===== config.mk =====
export PLATFORM = sky130hd
export DESIGN_NAME = cpu_private_timer
export DESIGN_NICKNAME = d
export VERILOG_FILES = /design/src/rtl/timer_pkg.sv /design/src/rtl/timer_prescale.sv /design/src/rtl/timer_counter.sv /design/src/rtl/timer_regs.sv /design/src/rtl/cpu_private_timer.sv
export SDC_FILE = /design/constraint.sdc
export NUM_CORES = 1
export LEC_CHECK = 0
export BUFFER_PORTS_ARGS = -buffer_cell sky130_fd_sc_hd__buf_2
export CORE_ASPECT_RATIO = 1.5
export CORE_UTILIZATION = 35
export CTS_CLUSTER_DIAMETER = 80
export DETAILED_ROUTE_END_ITERATION = 8
export GPL_ROUTABILITY_DRIVEN = 0
export GPL_TIMING_DRIVEN = 0
export PLACE_DENSITY = 0.51
export SETUP_SLACK_MARGIN = 0.5
export SLEW_MARGIN = 5
export SYNTH_ARGS = -nofsm -noshare
export SYNTH_HDL_FRONTEND = slang
export SYNTH_SLANG_ARGS = --single-unit

===== constraint.sdc =====
create_clock -name clk -period 3.9 [get_ports clk]
set_clock_uncertainty 0.1 [all_clocks]
set_input_delay 0.195 -clock clk [delete_from_list [all_inputs] [get_ports clk]]
set_output_delay 0.195 -clock clk [all_outputs]
set_load 0.01 [all_outputs]

===== src/rtl/timer_pkg.sv =====
package timer_pkg;
   typedef enum logic [1:0] {
      RIX_RELOAD = 2'd0,
      RIX_COUNT  = 2'd1,
      RIX_CTRL   = 2'd2,
      RIX_STATUS = 2'd3
   } reg_idx_e;

   localparam int CB_RUN    = 0;
   localparam int CB_AUTO   = 1;
   localparam int CB_UNMASK = 2;
   localparam int CB_DIV    = 8;
endpackage


===== src/rtl/timer_prescale.sv =====
module timer_prescale #(
   parameter int PRESC_W = 8,
   localparam int PW = (PRESC_W > 0) ? PRESC_W : 1
) (
   input  logic          clk,
   input  logic          rst_n,
   input  logic          tick_en,
   input  logic          run,
   input  logic          restart,
   input  logic          stop,
   input  logic [PW-1:0] divide,
   output logic          step
);
   generate
      if (PRESC_W > 0) begin : g_div
         logic [PW-1:0] phase_q;
         logic          wrap;

         assign wrap = (phase_q >= divide);

         always_ff @(posedge clk) begin
            if (!rst_n) begin
               phase_q <= '0;
            end else if (!run || restart || stop) begin
               phase_q <= '0;
            end else if (tick_en) begin
               if (wrap) phase_q <= '0;
               else      phase_q <= phase_q + 1'b1;
            end
         end

         assign step = run && tick_en && !restart && !stop && wrap;
      end else begin : g_nodiv
         logic unused_div;
         assign unused_div = ^divide;
         assign step = run && tick_en && !restart && !stop;
      end
   endgenerate
endmodule


===== src/rtl/timer_counter.sv =====
module timer_counter #(
   parameter int DW = 32
) (
   input  logic          clk,
   input  logic          rst_n,
   input  logic          set,
   input  logic [DW-1:0] set_val,
   input  logic          arm_reload,
   input  logic [DW-1:0] reload_val,
   input  logic          auto_rl,
   input  logic          step,
   output logic [DW-1:0] count,
   output logic          hit_zero
);
   logic [DW-1:0] cnt_q;
   logic          last;

   assign last     = (cnt_q == DW'(1));
   assign hit_zero = step && last && !set;
   assign count    = cnt_q;

   always_ff @(posedge clk) begin
      if (!rst_n) begin
         cnt_q <= '0;
      end else if (set) begin
         cnt_q <= set_val;
      end else if (arm_reload) begin
         cnt_q <= reload_val;
      end else if (step) begin
         if (last)              cnt_q <= auto_rl ? reload_val : '0;
         else if (cnt_q != '0)  cnt_q <= cnt_q - 1'b1;
         else if (auto_rl)      cnt_q <= reload_val;
      end
   end
endmodule


===== src/rtl/timer_regs.sv =====
module timer_regs
   import timer_pkg::*;
#(
   parameter int DW = 32,
   parameter int PRESC_W = 8,
   localparam int PW = (PRESC_W > 0) ? PRESC_W : 1
) (
   input  logic          clk,
   input  logic          rst_n,
   input  logic          bus_sel,
   input  logic          bus_wr,
   input  logic [1:0]    bus_addr,
   input  logic [DW-1:0] bus_wdata,
   output logic [DW-1:0] bus_rdata,
   input  logic [DW-1:0] count,
   input  logic          hit_zero,
   output logic [DW-1:0] reload_q,
   output logic          run_q,
   output logic          auto_q,
   output logic          unmask_q,
   output logic [PW-1:0] divide_q,
   output logic          flag_q,
   output logic          cnt_set,
   output logic [DW-1:0] cnt_set_val,
   output logic          arm,
   output logic          arm_reload,
   output logic          halt
);
   logic     wr;
   reg_idx_e idx;
   logic     wr_ctrl;
   logic     live;

   assign idx     = reg_idx_e'(bus_addr);
   assign wr      = bus_sel && bus_wr;
   assign wr_ctrl = wr && (idx == RIX_CTRL);
   assign live    = run_q && (count != '0);

   assign arm        = wr_ctrl && bus_wdata[CB_RUN] && !live;
   assign arm_reload = arm && bus_wdata[CB_AUTO];
   assign halt       = wr_ctrl && !bus_wdata[CB_RUN];

   assign cnt_set     = wr && ((idx == RIX_RELOAD) || (idx == RIX_COUNT));
   assign cnt_set_val = bus_wdata;

   always_ff @(posedge clk) begin
      if (!rst_n) begin
         reload_q <= '0;
         run_q    <= 1'b0;
         auto_q   <= 1'b0;
         unmask_q <= 1'b0;
         flag_q   <= 1'b0;
      end else begin
         if (wr && idx == RIX_RELOAD) reload_q <= bus_wdata;
         if (wr_ctrl) begin
            run_q    <= bus_wdata[CB_RUN];
            auto_q   <= bus_wdata[CB_AUTO];
            unmask_q <= bus_wdata[CB_UNMASK];
         end
         if (hit_zero)
            flag_q <= 1'b1;
         else if (wr && idx == RIX_STATUS && bus_wdata[0])
            flag_q <= 1'b0;
      end
   end

   generate
      if (PRESC_W > 0) begin : g_div_reg
         always_ff @(posedge clk) begin
            if (!rst_n)       divide_q <= '0;
            else if (wr_ctrl) divide_q <= bus_wdata[CB_DIV +: PRESC_W];
         end
      end else begin : g_no_div_reg
         assign divide_q = '0;
      end
   endgenerate

   always_comb begin
      bus_rdata = '0;
      unique case (idx)
         RIX_RELOAD: bus_rdata = reload_q;
         RIX_COUNT:  bus_rdata = count;
         RIX_CTRL: begin
            bus_rdata[CB_RUN]    = run_q;
            bus_rdata[CB_AUTO]   = auto_q;
            bus_rdata[CB_UNMASK] = unmask_q;
            if (PRESC_W > 0) bus_rdata[CB_DIV +: PW] = divide_q;
         end
         RIX_STATUS: bus_rdata[0] = flag_q;
         default:    bus_rdata = '0;
      endcase
   end
endmodule


===== src/rtl/cpu_private_timer.sv =====
module cpu_private_timer #(
   parameter int DW = 32,
   parameter int PRESC_W = 8
) (
   input  logic          clk,
   input  logic          rst_n,
   input  logic          tick_en,
   input  logic          bus_sel,
   input  logic          bus_wr,
   input  logic [1:0]    bus_addr,
   input  logic [DW-1:0] bus_wdata,
   output logic [DW-1:0] bus_rdata,
   output logic          irq
);
   localparam int PW = (PRESC_W > 0) ? PRESC_W : 1;

   generate
      if (DW < timer_pkg::CB_DIV + PRESC_W) begin : g_bad_width
         $error("cpu_private_timer: DW too narrow for the prescale field");
      end
      if (PRESC_W > 8) begin : g_bad_presc
         $error("cpu_private_timer: prescale field limited to 8 bits");
      end
   endgenerate

   logic [DW-1:0] reload_w, cnt_w, cnt_set_val;
   logic          run_w, auto_w, unmask_w, flag_w;
   logic [PW-1:0] divide_w;
   logic          cnt_set, arm, arm_reload, halt, step, hit_zero;

   timer_regs #(.DW(DW), .PRESC_W(PRESC_W)) u_regs (
      .clk         (clk),
      .rst_n       (rst_n),
      .bus_sel     (bus_sel),
      .bus_wr      (bus_wr),
      .bus_addr    (bus_addr),
      .bus_wdata   (bus_wdata),
      .bus_rdata   (bus_rdata),
      .count       (cnt_w),
      .hit_zero    (hit_zero),
      .reload_q    (reload_w),
      .run_q       (run_w),
      .auto_q      (auto_w),
      .unmask_q    (unmask_w),
      .divide_q    (divide_w),
      .flag_q      (flag_w),
      .cnt_set     (cnt_set),
      .cnt_set_val (cnt_set_val),
      .arm         (arm),
      .arm_reload  (arm_reload),
      .halt        (halt)
   );

   timer_prescale #(.PRESC_W(PRESC_W)) u_presc (
      .clk     (clk),
      .rst_n   (rst_n),
      .tick_en (tick_en),
      .run     (run_w),
      .restart (arm),
      .stop    (halt),
      .divide  (divide_w),
      .step    (step)
   );

   timer_counter #(.DW(DW)) u_cnt (
      .clk        (clk),
      .rst_n      (rst_n),
      .set        (cnt_set),
      .set_val    (cnt_set_val),
      .arm_reload (arm_reload),
      .reload_val (reload_w),
      .auto_rl    (auto_w),
      .step       (step),
      .count      (cnt_w),
      .hit_zero   (hit_zero)
   );

   assign irq = flag_w && unmask_w;
endmodule


==> key figures <==
Clock tree
  • Num CTS Buffers: 9
  • Clock sink total: 84
  • CTS tree: built
  • H-tree levels: 3
  • Reg clk slew, reported paths: 60 ps
  • Clock root cell: clkbuf_16
  • Hold buffer count at cts: 0
  • Clk buf depth: 2
  • Clock Latency Late Sink: 340 ps

Status
  • Status: completed

Finish
  • Final Util: 42.3%
  • Area Growth Syn to Fin: 18.0%
  • NumNets Final: 796
  • Most common library cell in the layout ignoring fill and taps: nand2_1
  • Commonest cells after routing, fill and taps aside: 112 x nand2_1, 87 x nor2_1, 84 x dfxtp_1, 79 x buf_2
  • Final antenna diode count: 0
  • Share of cells above drive strength 1: 15.9%

Worst setup path
  • Setup Crit Path Kind: flip-flop to flip-flop
  • Startpoint Class: flip-flop
  • Crit. Startpoint: u_cnt.count[20]$_SDFFE_PN0P_
  • Crit Reg-Reg Startpoint: u_cnt.count[20]$_SDFFE_PN0P_
  • Critical path data required time: 4040 ps
  • Crit path capture type: flip-flop
  • CP Max Fanout: 10
  • Critical path arrival: 3420 ps
  • R2R setup slack: 620 ps

Global routing
  • Largest net degree at the start of global routing: 13
  • Wire length of the first global-routing pass: 26800 um
  • Vias in the first global route: 5013
  • Gr ovfl total: 0
  • Total track usage: 23.3%
  • Initial antenna violation count: 0

Yosys
  • Dominant synthesized flop cell: dfxtp_1
  • Post-Syn Area: 0.00521 sq mm
  • Syn Nets: 712
  • Post-synthesis register bit count: 84
  • Avg Inst Size Synth: 7.88 sq um
  • Syn Inst Count: 661
  • Synth async-reset ratio: 0%
  • Register area share after synthesis: 32.3%
  • Number of synthesized flops with an enable pin: 0
  • Netlist cell types: 55
  • Yosys warnings: 0

Routing
  • Wire length per cell: 18.4 um
  • Routed Antenna Nets: 0
  • Post-Route WL: 17400 um
  • 1st-iter DRT viols: 232
  • 1st-pass router iterations: 5
  • Number of remaining DRC errors: 0
  • Vias: 5144
  • Vias per cell: 5.44

Timing
  • Setup TNS: 0 ps
  • Max Clock Freq: 305 MHz
  • Fin crit period: 3280 ps
  • Fin. max-slew vios: 0
  • Unrepaired setup endpoints after global routing: no
  • Slew headroom: 36.0%
  • Final period utilization: 84.0%
  • Measured slew at the worst slew-check pin: 960 ps
  • Final hold viol count: 0
  • Final setup viols: 0

Placement
  • DP Wirelength: 13100 um
  • Port bufs: 70

Die
  • Die Y: 151 um
  • Area of the core: 0.0145 sq mm
  • Initial Util: 35.9%
  • Rows: 54
  • Total Die Area: 0.0154 sq mm
  • Chip width: 102 um
  • I/O pins: 72

Min path
  • Min-delay src: bus_wdata[21]
  • HP Class: input pin to flip-flop

Flow run
  • Max_cap viols: 0
-- synth_stat cells (2+ instances only) --
library cell / number / share of area [%]
a211oi_1: 3 / 0.43
a21boi_0: 44 / 6.3
a221o_1: 3 / 0.58
a221oi_1: 15 / 2.5
a221oi_2: 10 / 2.9
a22o_1: 22 / 3.7
a22oi_1: 3 / 0.43
a31o_2: 2 / 0.34
and2_1: 3 / 0.36
buf_2: 9 / 0.86
buf_4: 2 / 0.29
clkbuf_1: 42 / 3.0
dfxtp_1: 84 / 32
ha_1: 12 / 2.9
inv_1: 14 / 1.0
mux2i_1: 33 / 6.3
nand2_1: 112 / 8.1
nand2b_1: 3 / 0.36
nand3_1: 16 / 1.5
nand4_1: 10 / 1.2
nor2_1: 87 / 6.3
nor2b_1: 3 / 0.36
nor3_1: 10 / 0.96
nor4_1: 12 / 1.4
o211a_1: 2 / 0.38
o21ai_0: 27 / 2.6
o31ai_1: 9 / 1.3
or2_2: 3 / 0.36
or3_1: 7 / 0.84
or4_1: 3 / 0.43
xnor2_1: 5 / 0.84
xor2_1: 28 / 4.7
-- final cells by class --
cell class,count,area (sq um)
Tap cell,196,245
Clock buffer,14,274
Buffer,55,233
Multi-Input combinational cell,508,3260
Timing Repair Buffer,73,373
Inverter,14,52.6
Fill cell,1551,8380
Clock inverter,1,30.0
Sequential cell,84,1680
-- kinds of logic after synthesis --
kind of cell,synth area share (%)
xor gates and xnor gates,5.55
buffers and inverters,5.47
muxes,6.77
adders and majority gates,2.88
AOI/OAI and AO/OA,23.1
DFF,32.3
and+or+nand+nor,23.9
-- final timing paths --
| check | endpoint | cells after the start |
|---|---|---|
| worst max-delay path | u_cnt.count[19]$_SDFFE_PN0P_ | 11 |
| worst max register to register | u_cnt.count[19]$_SDFFE_PN0P_ | 11 |
| worst min register to register | u_regs.divide_q[0]$_SDFFE_PN0N_ | 2 |
| worst min-delay path | u_regs.reload_q[21]$_SDFFE_PN0P_ | 3 |
-- per-stage QoR --
stage          area [sq um]  hold WS [ps]  cells  setup slack, ps
6_report               6150          8.56    945              623
3_5_place_dp           5810           365    927              482
4_1_cts                6120          3.45    942              583
2_1_floorplan          5210           240    661             1000
3_3_place_gp           5810           360    927              574
5_1_grt                6150          22.8    945              522
-- critical path, cell delays in order, from the launching register on --
cell,delay [ps]
dfxtp_1,380
or4_4,590
or4_1,400
buf_2,190
nor4_4,210
buf_4,200
nand4_1,120
o31ai_2,150
buf_2,320
buf_2,290
nand3_1,110
o31ai_1,110
-- per-layer routing --
metal	share of wire, %	track usage [%]	up-vias
met3	3.9	2.95	32
li1	-	-	2519
met4	2.6	9.64	0
met2	52	42.3	150
met1	42	27.0	2443
met5	0	0	-
-- registers in the layout (all words and copies together) (netlist names) --
register	cells
u_regs.flag_q	1
u_presc.g_div.phase_q	8
u_regs.run_q	1
u_regs.reload_q	32
u_regs.unmask_q	1
u_cnt.count	32
u_regs.auto_q	1
u_regs.divide_q	8
-- timing repair --
action / 4_1_cts / 5_1_grt
endpoints found under the setup margin: 4 / 20
resized for setup: 1 / 2
buffers inserted: 0 / 3
pin swaps: 0 / 2
endpoints found under the hold margin: 0 / 0
Power is not shown: default switching activity piles up to over one toggle a cycle in this logic, so the estimate is an artifact.
